`src/rtl/xsp_pkg.sv`:
```
package xsp_pkg;
  typedef enum logic [1:0] {
    XSP_HOLD = 2'd0,
    XSP_INC  = 2'd1,
    XSP_DEC  = 2'd2
  } xsp_op_e;
endpackage

```
`src/rtl/xsp_step.sv`:
```
module xsp_step
  import xsp_pkg::*;
#(
  parameter int unsigned PTR_W = 11,
  parameter int unsigned LO_W  = 8
) (
  input  logic [PTR_W-1:0] ptr_i,
  input  logic             ext_en_i,
  input  logic             push_i,
  input  logic             pop_i,
  output xsp_op_e          op_o,
  output logic [PTR_W-1:0] nxt_o,
  output logic [PTR_W-1:0] acc_addr_o
);
  localparam int unsigned HI_W = PTR_W - LO_W;

  logic [PTR_W-1:0] full_inc, full_dec, byte_inc, byte_dec, inc_v, dec_v;
  logic [LO_W-1:0]  lo_inc, lo_dec;

  always_comb begin
    op_o = XSP_HOLD;
    if (push_i && !pop_i)      op_o = XSP_INC;
    else if (pop_i && !push_i) op_o = XSP_DEC;
  end

  // mode 0 wraps inside the low byte, high bits kept
  assign full_inc = PTR_W'(ptr_i + PTR_W'(1));
  assign full_dec = PTR_W'(ptr_i - PTR_W'(1));
  assign lo_inc   = LO_W'(ptr_i[LO_W-1:0] + LO_W'(1));
  assign lo_dec   = LO_W'(ptr_i[LO_W-1:0] - LO_W'(1));
  assign byte_inc = {ptr_i[PTR_W-1:LO_W], lo_inc};
  assign byte_dec = {ptr_i[PTR_W-1:LO_W], lo_dec};
  assign inc_v    = ext_en_i ? full_inc : byte_inc;
  assign dec_v    = ext_en_i ? full_dec : byte_dec;

  always_comb begin
    unique case (op_o)
      XSP_INC: nxt_o = inc_v;
      XSP_DEC: nxt_o = dec_v;
      default: nxt_o = ptr_i;
    endcase
  end

  // internal RAM sees only the low byte
  logic [PTR_W-1:0] raw_addr;
  assign raw_addr   = (op_o == XSP_INC) ? inc_v : ptr_i;
  assign acc_addr_o = ext_en_i ? raw_addr : {{HI_W{1'b0}}, raw_addr[LO_W-1:0]};
endmodule

```
`src/rtl/xsp_regs.sv`:
```
module xsp_regs #(
  parameter int unsigned LO_W   = 8,
  parameter int unsigned HI_W   = 3,
  parameter logic [LO_W-1:0] RST_LO = 8'h07
) (
  input  logic                 clk_i,
  input  logic                 rst_ni,
  input  logic                 wr_lo_i,
  input  logic                 wr_hi_i,
  input  logic [LO_W-1:0]      wdata_i,
  input  logic                 step_i,
  input  logic [LO_W+HI_W-1:0] nxt_i,
  output logic [LO_W-1:0]      lo_o,
  output logic [HI_W-1:0]      hi_o
);
  always_ff @(posedge clk_i or negedge rst_ni) begin
    if (!rst_ni) begin
      lo_o <= RST_LO;
      hi_o <= '0;
    end else if (wr_lo_i || wr_hi_i) begin
      // direct write wins over any step
      if (wr_lo_i) lo_o <= wdata_i;
      if (wr_hi_i) hi_o <= wdata_i[HI_W-1:0];
    end else if (step_i) begin
      {hi_o, lo_o} <= nxt_i;
    end
  end

  // write cycles never carry a step into the other register
  a_r8_hi_untouched_on_lo_write: assert property (@(posedge clk_i) disable iff (!rst_ni)
    (wr_lo_i && !wr_hi_i) |=> hi_o == $past(hi_o));
  a_r8_lo_untouched_on_hi_write: assert property (@(posedge clk_i) disable iff (!rst_ni)
    (wr_hi_i && !wr_lo_i) |=> lo_o == $past(lo_o));
endmodule

```
`src/rtl/xsp_readback.sv`:
```
module xsp_readback #(
  parameter int unsigned SFR_AW = 8,
  parameter int unsigned LO_W   = 8,
  parameter int unsigned HI_W   = 3,
  parameter logic [SFR_AW-1:0] LO_ADDR = 8'h81,
  parameter logic [SFR_AW-1:0] HI_ADDR = 8'hB7
) (
  input  logic [SFR_AW-1:0] addr_i,
  input  logic [LO_W-1:0]   lo_i,
  input  logic [HI_W-1:0]   hi_i,
  output logic [LO_W-1:0]   rdata_o
);
  localparam int unsigned PAD_W = LO_W - HI_W;

  logic [LO_W-1:0] hi_ext;
  generate
    if (PAD_W > 0) begin : g_pad
      assign hi_ext = {{PAD_W{1'b0}}, hi_i};
    end else begin : g_nopad
      assign hi_ext = hi_i[LO_W-1:0];
    end
  endgenerate

  always_comb begin
    rdata_o = '0;
    if (addr_i == LO_ADDR)      rdata_o = lo_i;
    else if (addr_i == HI_ADDR) rdata_o = hi_ext;
  end

  // unused upper bits of the high register read as zero
  always_comb begin
    if (addr_i == HI_ADDR && PAD_W > 0)
      a_r3_hi_pad_zero: assert ((rdata_o >> HI_W) == '0);
  end
endmodule

```
`src/rtl/xstack_ptr_unit.sv`:
```
module xstack_ptr_unit
  import xsp_pkg::*;
#(
  parameter int unsigned SFR_AW = 8,
  parameter int unsigned PTR_W  = 11,
  parameter int unsigned LO_W   = 8,
  parameter logic [SFR_AW-1:0] LO_ADDR = 8'h81,
  parameter logic [SFR_AW-1:0] HI_ADDR = 8'hB7,
  parameter logic [LO_W-1:0]   RST_LO  = 8'h07
) (
  input  logic              clk_i,
  input  logic              rst_ni,
  input  logic              cfg_ext_en_i,
  input  logic [SFR_AW-1:0] sfr_addr_i,
  input  logic              sfr_we_i,
  input  logic [LO_W-1:0]   sfr_wdata_i,
  output logic [LO_W-1:0]   sfr_rdata_o,
  input  logic              push_i,
  input  logic              pop_i,
  output logic [PTR_W-1:0]  stk_addr_o,
  output logic              stk_xram_o
);
  localparam int unsigned HI_W = PTR_W - LO_W;

  logic [LO_W-1:0]  lo_q;
  logic [HI_W-1:0]  hi_q;
  logic [PTR_W-1:0] ptr, nxt;
  logic             wr_lo, wr_hi;
  xsp_op_e          op;

  assign ptr   = {hi_q, lo_q};
  assign wr_lo = sfr_we_i && (sfr_addr_i == LO_ADDR);
  assign wr_hi = sfr_we_i && (sfr_addr_i == HI_ADDR);

  xsp_step #(.PTR_W(PTR_W), .LO_W(LO_W)) i_step (
    .ptr_i      (ptr),
    .ext_en_i   (cfg_ext_en_i),
    .push_i     (push_i),
    .pop_i      (pop_i),
    .op_o       (op),
    .nxt_o      (nxt),
    .acc_addr_o (stk_addr_o)
  );

  xsp_regs #(.LO_W(LO_W), .HI_W(HI_W), .RST_LO(RST_LO)) i_regs (
    .clk_i   (clk_i),
    .rst_ni  (rst_ni),
    .wr_lo_i (wr_lo),
    .wr_hi_i (wr_hi),
    .wdata_i (sfr_wdata_i),
    .step_i  (op != XSP_HOLD),
    .nxt_i   (nxt),
    .lo_o    (lo_q),
    .hi_o    (hi_q)
  );

  xsp_readback #(.SFR_AW(SFR_AW), .LO_W(LO_W), .HI_W(HI_W),
                 .LO_ADDR(LO_ADDR), .HI_ADDR(HI_ADDR)) i_rdback (
    .addr_i  (sfr_addr_i),
    .lo_i    (lo_q),
    .hi_i    (hi_q),
    .rdata_o (sfr_rdata_o)
  );

  assign stk_xram_o = cfg_ext_en_i;

  logic no_wr;
  assign no_wr = !wr_lo && !wr_hi;

  // push address becomes the stored pointer
  a_r4_push_lands: assert property (@(posedge clk_i) disable iff (!rst_ni)
    (push_i && !pop_i && no_wr && cfg_ext_en_i) |=> ptr == $past(stk_addr_o));
  // extended mode steps modulo 2^PTR_W
  a_r7_inc_mod: assert property (@(posedge clk_i) disable iff (!rst_ni)
    (push_i && !pop_i && no_wr && cfg_ext_en_i) |=> ptr == PTR_W'($past(ptr) + PTR_W'(1)));
  a_r7_dec_mod: assert property (@(posedge clk_i) disable iff (!rst_ni)
    (pop_i && !push_i && no_wr && cfg_ext_en_i) |=> ptr == PTR_W'($past(ptr) - PTR_W'(1)));
  // 8-bit mode leaves the high register and drives a byte address
  a_r6_hi_kept: assert property (@(posedge clk_i) disable iff (!rst_ni)
    (!cfg_ext_en_i && no_wr) |=> hi_q == $past(hi_q));
  a_r6_byte_addr: assert property (@(posedge clk_i) disable iff (!rst_ni)
    !cfg_ext_en_i |-> (stk_addr_o >> LO_W) == '0);
  // pop reads at the current pointer
  a_r5_pop_at_ptr: assert property (@(posedge clk_i) disable iff (!rst_ni)
    (pop_i && !push_i && cfg_ext_en_i) |-> stk_addr_o == ptr);
  // low write wins over a step
  a_r8_write_wins: assert property (@(posedge clk_i) disable iff (!rst_ni)
    (wr_lo && (push_i || pop_i)) |=> lo_q == $past(sfr_wdata_i));
  // conflicting or absent strobes hold the pointer
  a_r10_hold: assert property (@(posedge clk_i) disable iff (!rst_ni)
    ((push_i == pop_i) && no_wr) |=> $stable(ptr));
endmodule

```
`config.mk`:
```
export PLATFORM = sky130hd
export DESIGN_NAME = xstack_ptr_unit
export DESIGN_NICKNAME = d
export VERILOG_FILES = /design/src/rtl/xsp_pkg.sv /design/src/rtl/xsp_step.sv /design/src/rtl/xsp_regs.sv /design/src/rtl/xsp_readback.sv /design/src/rtl/xstack_ptr_unit.sv
export SDC_FILE = /design/constraint.sdc
export NUM_CORES = 1
export LEC_CHECK = 0
export ABC_AREA = 1
export BUFFER_PORTS_ARGS = -buffer_cell sky130_fd_sc_hd__buf_2
export CORE_MARGIN = 5
export CORE_UTILIZATION = 48
export DETAILED_ROUTE_END_ITERATION = 8
export MAX_ROUTING_LAYER = met4
export PLACE_DENSITY = 0.77
export SLEW_MARGIN = 0
export SYNTH_ARGS = -nofsm -noshare
export SYNTH_HDL_FRONTEND = slang
export SYNTH_SLANG_ARGS = --single-unit
```
`constraint.sdc`:
```
create_clock -name clk_i -period 1.6 [get_ports clk_i]
set_clock_uncertainty 0.15 [all_clocks]
set_input_delay 0.16 -clock clk_i [delete_from_list [all_inputs] [get_ports clk_i]]
set_output_delay 0.16 -clock clk_i [all_outputs]
set_load 0.005 [all_outputs]
```
## After elaboration in Yosys (flattened, before gate mapping)

Index checks and enable logic that the tools add are counted.

| operators by class | value |
|---|---|
| equal/unequal tests | 7 |
| muxes and demuxes | 15 |
| reductions and logical operators | 12 |
| $add $sub $neg | 4 |

Operator list:

| kind | number |
|---|---|
| $mux W11 | 4 |
| $mux W8 | 4 |
| $pmux W11 S2 | 1 |
| $eq A8 B8 Y1 const B | 2 |
| $mux W3 | 4 |
| $add A11 B1 Y11 const B | 1 |
| $sub A11 B1 Y11 const B | 1 |
| $add A8 B1 Y8 const B | 1 |
| $sub A8 B1 Y8 const B | 1 |
| $logic_and A1 B1 Y1 | 4 |
| $mux W2 | 2 |
| $ne A2 B1 Y1 const B | 2 |
| $reduce_and A4 Y1 | 1 |
| $reduce_bool A2 Y1 | 2 |
| $ne A3 B2 Y1 const B | 1 |
| $reduce_and A3 Y1 | 1 |
| $reduce_bool A3 Y1 | 1 |
| $eq A2 B1 Y1 const B | 1 |
| $eq A2 B2 Y1 const B | 1 |
| $logic_not A1 Y1 | 2 |
| $logic_or A1 B1 Y1 | 1 |

| word-level totals | value |
|---|---|
| input port bits | 22 |
| word-level logic and storage cells | 40 |
| register bits after elaboration | 11 |
| output and inout port bits | 20 |

## Logic depth before layout (Yosys ltp)

Gate-level depths: netlist of run 1.

| depth | value |
|---|---|
| word-level depth | 8 |
| gate-level depth with buffers | 10 |
| depth with buffers taken out | 10 |

## Cells and area by module

From an unflattened synthesis of run 1, not the netlist that was laid out.

| second synthesis, totals | value |
|---|---|
| cells, all modules | 296 |
| area, all modules | 1,645.3 µm² |

Modules (own cells, without submodules):

| module | sequential area each (µm²) | instances | area each (µm²) | cells an instance |
|---|---|---|---|---|
| xsp_step | 0.0 | 1 | 774.5 | 156 |
| xsp_regs | 279.0 | 1 | 630.6 | 89 |
| xsp_readback | 0.0 | 1 | 182.7 | 38 |
| xstack_ptr_unit | 0.0 | 1 | 57.6 | 13 |

## Least setup slack after synthesis of run 1

No wires, ideal clock.

| timing path | value |
|---|---|
| path type | register to output |
| from | reg i_regs.lo_o[1] |
| to | out stk_addr_o[8] |
| arrival | 1.414 ns |
| buffers on the path | 0 |
| required time | 1.290 ns |
| cell stages (with the launch flop) | 8 |
| setup slack | -0.124 ns |
| path through | dfstp_2 ha_1 nand2_4 nor2_4 nand2_1 nand2_1 a21oi_1 a211oi_1 |

| between the ends | value |
|---|---|
| longest elaborated chain between the ends | 4 |

RTL lines:

| element | line | RTL |
|---|---|---|
| start: declaration | xsp_regs.sv:13 | `output logic [LO_W-1:0] lo_o,` |
| start signal: assignment | xsp_regs.sv:22 | `if (wr_lo_i) lo_o <= wdata_i;` |
| start signal: assignment | xsp_regs.sv:25 | `{hi_o, lo_o} <= nxt_i;` |
| $add A11 B1 Y11 | xsp_step.sv:27 | `assign full_inc = PTR_W'(ptr_i + PTR_W'(1));` |
| $mux W11 | xsp_step.sv:33 | `assign inc_v = ext_en_i ? full_inc : byte_inc;` |
| $mux W11 | xsp_step.sv:46 | `assign raw_addr = (op_o == XSP_INC) ? inc_v : ptr_i;` |
| $mux W11 | xsp_step.sv:47 | `assign acc_addr_o = ext_en_i ? raw_addr : {{HI_W{1'b0}}, raw_addr[LO_W-1:0]};` |
| end: declaration | xstack_ptr_unit.sv:20 | `output logic [PTR_W-1:0] stk_addr_o,` |

No other way between the ends.

## Final worst setup path of run 1

| timing path | value |
|---|---|
| from | reg i_regs.lo_o[0] |
| to | out stk_addr_o[8] |

Same word-level chain as after synthesis.

==> flow_summary.json, run 1 <==
{
  "static-leakage-power_uw": 0.001120,
  "drt_iter0_drc": 160,
  "dr.pass1.iters": 6,
  "grt_pass1_wl_um": 7486,
  "yosys.area.top_type": "nand2_1",
  "grt_use_total_pct": 22.38,
  "path_cells": "ha_4 -> nand2_4 -> nor2_4 -> nand2_1 -> nand2_1 -> a21oi_1 -> a211oi_2 -> buf_2",
  "first_global_vias": 1711,
  "mostFrequentLayoutCell": "nand2_1",
  "holdCritStartpoint": "sfr_wdata_i[2]",
  "clockBufferDepth": 2,
  "finalHoldViolCount": 0,
  "fin_nets": 351,
  "cp-end-kind": "primary output",
  "synth-edff-count": 0,
  "layout_common_cells": "nand2_1 (69), buf_2 (41), nor2_1 (31)",
  "synth_warnings": 0,
  "numCtsBuffers": 3,
  "fp.dieArea_mm2": 0.004343,
  "antenna_found_initial": 0,
  "synth_area_mm2": 0.001500,
  "drive_above_1_share_pct": 39.81,
  "clk-insertion-delay-late_ps": 280,
  "critPathMaxFanout": 4,
  "cp-start-kind": "flop",
  "async_reset_ff_share_pct": 100.0,
  "max-cap-violations": 0,
  "syn_area_per_cell_um2": 5.906,
  "worst_pin_slew_ps": 379.6,
  "status": "finished with violations",
  "r2r_start": "i_regs.lo_o[1]",
  "yosysUniqueCellTypes": 28,
  "yosysTopAreaCellShare_pct": 18.27,
  "initial_utilization_pct": 49.55,
  "crit_top_cell": "nand2_1",
  "dp.cells": 352,
  "netlist_instances": 254,
  "synth-seq-cells": 11,
  "cts-root-buf": "clkbuf_4",
  "critical-path-max-stage-delay_ps": 600,
  "setup_ws_ps": -424.9,
  "yosysSeqAreaShare_pct": 18.60,
  "slew_viol_final": 0,
  "h-tree-depth": 1,
  "synthToLayoutAreaGrowth_pct": 45.12,
  "path_clk_slew_ps": 70,
  "diodes": 0,
  "vias_per_cell": 5.043,
  "violations": "negative setup slack",
  "yosys-top-cells-area": "nand2_1 (18%), dfrtp_1 (13%), nand3_1 (8.0%)",
  "required_ps": 1290,
  "synthFlopType": "dfrtp_1",
  "die_y_um": 65.91,
  "grt_overflow_total": 0,
  "fin_cells": 368,
  "cp-startpoint": "i_regs.lo_o[0]",
  "drc": 0,
  "fmax_mhz": 493.8,
  "ios": 42,
  "design_area_mm2": 0.002177,
  "worst_hold_path_type": "primary input to flop",
  "die_x_um": 65.91,
  "arrival_ps": 1710,
  "clock-sinks": 11,
  "dpl.hpwl_um": 3578,
  "placed_area_mm2": 0.001863,
  "vias": 1856,
  "synth.net_count": 280,
  "rsz0062_at_grt": "true",
  "max_slew_margin_pct": 74.66,
  "tns_ps": -5166,
  "rows": 20,
  "core_mm2": 0.003028,
  "setup_viol": 24,
  "pre_cts_slack_ps": -137.2,
  "cts_tree": "yes",
  "p_per_area_mw_per_mm2": 1332,
  "wire_per_inst_um": 12.56,
  "placement.io_buffers": 41,
  "fin_crit_ps": 2025,
  "routed_wl_um": 4623,
  "path_class": "flop to primary output",
  "fin_hold_ws_ps": 20.14,
  "ant_nets": 0,
  "layout_worst_path_cycle_share_pct": 126.6,
  "gp_congestion": 0.9130,
  "cpMaxStageDelayCell": "dfstp_2",
  "grt_max_degree": 15,
  "ir_worst_vdd_mv": 1.056
}
## Yosys cell counts (3+ instances only)
cell type	number
a21oi_1	12
ha_1	4
inv_1	30
nor2_1	32
dfstp_2	3
xor2_1	7
nand2_1	73
nand2_2	5
dfrtp_1	8
o21ai_0	18
buf_6	4
nor2_4	4
inv_2	3
nand3_1	24
nand4_1	4
nor2_2	4
## path summary, 6_finish.rpt
kind,depth (start not counted),endpoint,slack [ps]
setup / recovery,8,stk_addr_o[8],-420
hold / removal,3,i_regs.lo_o[2],20
setup reg to reg,9,i_regs.lo_o[2],-190
hold reg to reg,2,i_regs.lo_o[6],440
max in group asynchronous,2,i_regs.lo_o[1],890
min in group asynchronous,2,i_regs.lo_o[3],140
## critical path: cells and delay by family, from the launching register on
kind	cells	cell delay [ps]
compound gates	2	210
fa+ha+maj	1	170
flops	1	600
buf+inv	1	140
simple gates	4	330
## through the flow
stage | power (uW) | util, %
4_1_cts | 2516 | 66.03
6_report | 2901 | 71.90
3_3_place_gp | 2104 | 61.53
3_5_place_dp | 2116 | 61.53
2_1_floorplan | 1620 | -
5_1_grt | 3118 | 71.90
## area by class of cell
cell class	count	area, um^2
repair buffers	75	504.2
fillers	267	850.8
multi-input cells	201	1180
inverters	33	131.4
clock buffers	4	26.28
flip-flops and latches	11	280.3
well taps	44	55.05
## sequential cells by signal (all words and copies together) (netlist names)
register,flops
i_regs.hi_o,3
i_regs.lo_o,8
## power by group
| group | internal (uW) | switching [uW] | total (uW) | leakage [uW] |
|---|---|---|---|---|
| Clock | 96.8 | 98.8 | 196 | 0.0000150 |
| Combinational | 1000 | 1120 | 2120 | 0.000989 |
| Sequential | 412 | 170 | 582 | 0.000116 |
| Total | 1510 | 1390 | 2900 | 0.00112 |
## what timing repair did
item | 4_1_cts | 5_1_grt
setup buffers | 6 | 6
endpoints found under the hold margin | 12 | 0
hold buffers | 2 | 0
pin swaps | 6 | 18
resized for setup | 16 | 38
setup endpoints to repair | 20 | 24
## per-layer routing
metal	track usage [%]	wire [um]	share of wire [%]	up-vias
met4	6.736	65	1.4	0
met3	2.381	373	8.1	9
met5	-	0	0	-
met1	28.36	1984	43	813
li1	-	-	-	953
met2	37.42	2199	48	81
## kinds of logic (layout without fill, tap and decap cells)
family                     after synthesis  in the layout  synth area share (%)
and+or+nand+nor                        151            151                 45.95
xor gates and xnor gates                 9              9                 5.255
buffers and inverters                   42            112                 13.76
AOI/OAI and AO/OA                       37             37                 13.09
adders and majority gates                4              4                 3.336
DFF                                     11             11                 18.60
(Power assumes the default switching activity.)
==> run 2: changes to the inputs <==
CORE_MARGIN = 4   (was 5)
CORE_UTILIZATION = 35   (was 48)
PLACE_DENSITY = not set   (was 0.77)
==> run 2 against run 1 <==
- the run still ends with negative setup slack left
- routed wire length increased by 6.6%
- combinational power about the same
- cell area rose by 2.9%
- maximum frequency grew 2.1%
- critical endpoint unchanged
- largest power group unchanged
- highest routed layer unchanged
==> flow_summary.json, run 2 (synthesized netlist as in run 1, its figures left out) <==
{
  "status": "finished with violations",
  "violations": "negative setup slack",
  "die_y_um": 73.47,
  "cp-end-kind": "primary output",
  "r2r_slack_ps": -280,
  "fp.dieArea_mm2": 0.005398,
  "cp-start-kind": "flop",
  "setup_ws_ps": -383.6,
  "nFillCells": 412,
  "reg_top3": "i_regs.lo_o x8, i_regs.hi_o x3",
  "grt_max_degree": 15,
  "first_global_vias": 1741,
  "dp.cells": 368,
  "placement.io_buffers": 41,
  "clk-insertion-delay-late_ps": 250,
  "ios": 42,
  "mostFrequentLayoutCell": "nand2_1",
  "die_x_um": 73.47,
  "gp_congestion": 0.8728,
  "worst_pin_slew_ps": 414.1,
  "core_mm2": 0.004086,
  "ir_worst_vdd_mv": 0.7685,
  "p_per_area_mw_per_mm2": 1340,
  "largest-register": "i_regs.lo_o",
  "static-leakage-power_uw": 0.001152,
  "layout_common_cells": "nand2_1 (68), buf_2 (41), buf_4 (35)",
  "fin_cells": 381,
  "vias": 1825,
  "numCtsBuffers": 3,
  "critPathMaxFanout": 4,
  "setup_viol": 23,
  "clockBufferDepth": 2,
  "drive_above_1_share_pct": 41.99,
  "fin_crit_ps": 1984,
  "path_class": "flop to primary output",
  "placed_area_mm2": 0.001958,
  "synthToLayoutAreaGrowth_pct": 49.37,
  "clock-sinks": 11,
  "dpl.hpwl_um": 3877,
  "grt_use_total_pct": 19.10,
  "cts-root-buf": "clkbuf_8",
  "r2r_start": "i_regs.lo_o[0]",
  "grt_pass1_wl_um": 7803,
  "largest_reg_flops": 8,
  "drt_iter0_drc": 88,
  "cp-startpoint": "i_regs.lo_o[0]",
  "routed_wl_um": 4927,
  "rows": 23,
  "h-tree-depth": 1,
  "slew_viol_final": 0,
  "arrival_ps": 1670,
  "required_ps": 1290,
  "power_uw": 3003,
  "fmax_mhz": 504.1,
  "drc": 0,
  "grt_overflow_total": 0,
  "worst_hold_path_type": "primary input to flop",
  "rsz0062_at_grt": "true",
  "finalHoldViolCount": 0,
  "vias_per_cell": 4.790,
  "design_area_mm2": 0.002241,
  "antenna_found_initial": 0,
  "layout_worst_path_cycle_share_pct": 124.0,
  "wire_per_inst_um": 12.93,
  "holdCritStartpoint": "sfr_wdata_i[3]",
  "ant_nets": 0,
  "cts_tree": "yes",
  "diodes": 0,
  "fin_nets": 358,
  "initial_utilization_pct": 36.71,
  "dr.pass1.iters": 4,
  "path_clk_slew_ps": 50,
  "max-cap-violations": 0,
  "max_slew_margin_pct": 72.36
}
## run 2: cell types whose count changed in the layout (fill, tap and decap cells not counted), sizes merged
cell / change
dlygate4sd3: -1
buf: +8
## run 2: metal layers
metal | share of wire, % | vias up | global-route usage, %
li1 | - | 956 | -
met1 | 46 | 807 | 24.86
met2 | 48 | 56 | 31.10
met3 | 5.0 | 6 | 1.915
met4 | 1.2 | 0 | 5.835
met5 | 0 | - | -
## run 2: through the flow
step | hold WS, ps | TNS, ps | setup WS (ps) | util [%]
5_1_grt | 62.13 | -6096 | -461.1 | 54.84
3_3_place_gp | -105.9 | -614.4 | -93.13 | 47.92
4_1_cts | 40.18 | -3444 | -347.7 | 51.71
3_5_place_dp | -107.3 | -928.8 | -124.9 | 47.92
2_1_floorplan | -285.6 | 0 | 1.763 | -
6_report | 40.70 | -4087 | -383.6 | 54.84
## run 2: cell type report
type                            instances  area [um^2]  share of cell area, %
Multi-Input combinational cell        201         1177                  52.54
Timing Repair Buffer                   82        551.8                  24.62
Sequential cell                        11        280.3                  12.51
Inverter                               33        123.9                  5.528
Tap cell                               50        62.56                  2.792
Clock buffer                            4        45.04                  2.010
## run 2: path summary, 6_finish.rpt
check,cells past startpoint,endpoint
max in group asynchronous,2,i_regs.lo_o[1]
setup reg to reg,10,i_regs.lo_o[4]
min in group asynchronous,2,i_regs.hi_o[2]
hold reg to reg,2,i_regs.hi_o[2]
hold / removal,3,i_regs.lo_o[3]
setup / recovery,8,stk_addr_o[8]
## run 2: what timing repair did
action / CTS / global route
pin swaps: 8 / 19
hold buffers: 1 / 0
hold endpoints to repair: 11 / 0
endpoints found under the setup margin: 23 / 24
gates resized for setup: 14 / 28
buffers inserted: 5 / 4
## run 2: power by group
part           internal (uW)  switching [uW]
registers                413             155
logic                   1020            1130
clock network            176             113
total                   1610            1390
## run 2: worst max-delay path, cell delays in order, from the launching register on
cell,delay [ps]
dfstp_2,570
ha_4,160
nand2_4,50
nor2_4,140
nand2_1,70
nand2_1,80
a21oi_1,70
a211oi_2,150
buf_2,140
==> run 3: changes to the inputs <==
CELL_PAD_IN_SITES_DETAIL_PLACEMENT = 1   (was not set)
CELL_PAD_IN_SITES_GLOBAL_PLACEMENT = 2   (was not set)
CORE_UTILIZATION = 24   (was 35)
PLACE_DENSITY_LB_ADDON = 0.1   (was not set)
==> run 3 against run 2 <==
- the flow still finishes with violations (negative setup slack)
- combinational power grew 16%
- register-to-register slack improved by 20 ps
- utilization decreased by 15 points
- routed wire length is 26% higher
- die area grew 40%
- global-route usage decreased by 2.4 points
- largest power group unchanged
- total power grew 11%
- first-iteration DRC count decreased by 5.7%
==> flow_summary.json, run 3 (synthesized netlist as in run 1, its figures left out) <==
{
  "fin_cells": 410,
  "finalHoldViolCount": 0,
  "setup_ws_ps": -398.2,
  "core_mm2": 0.005991,
  "critPathMaxFanout": 3,
  "fmax_mhz": 500.4,
  "antenna_found_initial": 0,
  "setup_viol": 21,
  "vias_per_cell": 4.695,
  "drive_above_1_share_pct": 48.36,
  "static-leakage-power_uw": 0.001191,
  "h-tree-depth": 1,
  "critical-path-max-stage-delay_ps": 580,
  "ant_nets": 0,
  "placement.io_buffers": 41,
  "slew_viol_final": 0,
  "multi_input_area_mm2": 0.001257,
  "largest_reg_flops": 8,
  "fin_crit_ps": 1998,
  "status": "finished with violations",
  "dpl.hpwl_um": 4945,
  "wire_per_inst_um": 15.13,
  "cts-root-buf": "clkbuf_8",
  "clk-insertion-delay-late_ps": 240,
  "worst_pin_slew_ps": 334.6,
  "die_y_um": 87.06,
  "gp_congestion": 0.8375,
  "mostFrequentLayoutCell": "nand2_1",
  "max_slew_margin_pct": 77.67,
  "path_clk_slew_ps": 50,
  "initial_utilization_pct": 25.04,
  "cp-end-kind": "primary output",
  "fp.dieArea_mm2": 0.007579,
  "ir_worst_vdd_mv": 0.4808,
  "violations": "negative setup slack",
  "cpMaxStageDelayCell": "dfstp_2",
  "layout_worst_path_cycle_share_pct": 124.9,
  "diodes": 0,
  "path_class": "flop to primary output",
  "grt_max_degree": 12,
  "numCtsBuffers": 3,
  "synthToLayoutAreaGrowth_pct": 58.88,
  "critPathTopFamily": "flip-flops",
  "seqCellArea_um2": 280.3,
  "dp.cells": 395,
  "routed_wl_um": 6202,
  "vias": 1925,
  "worst_hold_path_type": "primary input to flop",
  "pre_cts_slack_ps": -128.5,
  "grt_overflow_total": 0,
  "p_per_area_mw_per_mm2": 1399,
  "rows": 28,
  "nFillCells": 797,
  "rsz0062_at_grt": "true",
  "cp-start-kind": "flop",
  "fin_nets": 362,
  "layout_common_cells": "nand2_1 (61), buf_2 (41), buf_4 (35)",
  "worst-path-buf-inv": 2,
  "drt_iter0_drc": 83,
  "ios": 42,
  "path_cells": "ha_4 -> nand2_4 -> buf_4 -> nor2_4 -> xor2_2 -> o21ai_1 -> buf_2",
  "required_ps": 1290,
  "drc": 0,
  "max-cap-violations": 0,
  "cts_tree": "yes",
  "arrival_ps": 1690,
  "die_x_um": 87.06,
  "dr.pass1.iters": 4,
  "clock-sinks": 11,
  "reg_top3": "i_regs.lo_o x8, i_regs.hi_o x3",
  "first_global_vias": 1997,
  "grt_pass1_wl_um": 9660,
  "largest-register": "i_regs.lo_o",
  "clockBufferDepth": 2,
  "grt_use_total_pct": 16.71
}
-- run 3: cell types whose count changed in the layout (fill, tap and decap cells not counted), moves of 2 or more --
cell / change
o21ai_0: -10
nand2_1: -7
nand2_2: +7
buf_6: +6
o21ai_1: +6
nand3_1: -3
o21ai_2: +3
buf_12: -2
inv_1: -2
nand3_2: +2
-- run 3: power breakdown --
part | internal [uW] | switching (uW) | total [uW]
logic | 1160 | 1340 | 2500
registers | 413 | 142 | 555
clock network | 171 | 110 | 282
-- run 3: through the flow --
step	hold WS (ps)	area (um^2)	util, %	setup TNS [ps]	power (uW)
final	39.01	2384	39.79	-4399	3335
after floorplan	-285.6	1520	-	0	1620
after CTS	38.69	2185	36.47	-3701	2947
after detailed placement	-96.78	1992	33.25	-1339	2397
after global placement	-98.18	1992	33.25	-1029	2388
after global routing	53.76	2384	39.79	-6336	3614
-- run 3: repair_timing --
item,CTS,global route
buffers inserted,4,10
pin swaps,11,16
resized for setup,33,48
hold buffers,1,0
hold endpoints to repair,11,0
endpoints found under the setup margin,23,25
-- run 3: final timing paths --
path	startpoint	to	slack [ps]	cells after the start
max	i_regs.lo_o[0]	stk_addr_o[4]	-400	7
max reg2reg	i_regs.lo_o[0]	i_regs.lo_o[4]	-260	9
min reg2reg	i_regs.lo_o[4]	i_regs.lo_o[4]	450	2
min	sfr_wdata_i[3]	i_regs.lo_o[3]	40	3
min in group asynchronous	rst_ni	i_regs.hi_o[1]	180	2
max in group asynchronous	rst_ni	i_regs.lo_o[2]	840	2
-- run 3: layout make-up --
class / count / area share [%]
timing repair buffer: 86 / 24.30
inverter: 33 / 5.302
clock inverter: 1 / 0.2100
sequential: 11 / 11.76
tap: 75 / 3.937
clock buffer: 3 / 1.732
multi-input combinational: 201 / 52.76
-- run 3: worst min-delay path: cells and delay by family --
kind            cells  cell delay, ps
compound gates      1              70
buf+inv             1              90
simple gates        1              50
-- run 3: layer usage --
layer | wire, um | GRT usage [%] | vias up
li1 | - | - | 969
met1 | 2801 | 21.55 | 913
met2 | 3163 | 28.50 | 37
met3 | 185 | 1.325 | 6
met4 | 52 | 3.541 | 0
met5 | 0 | - | -
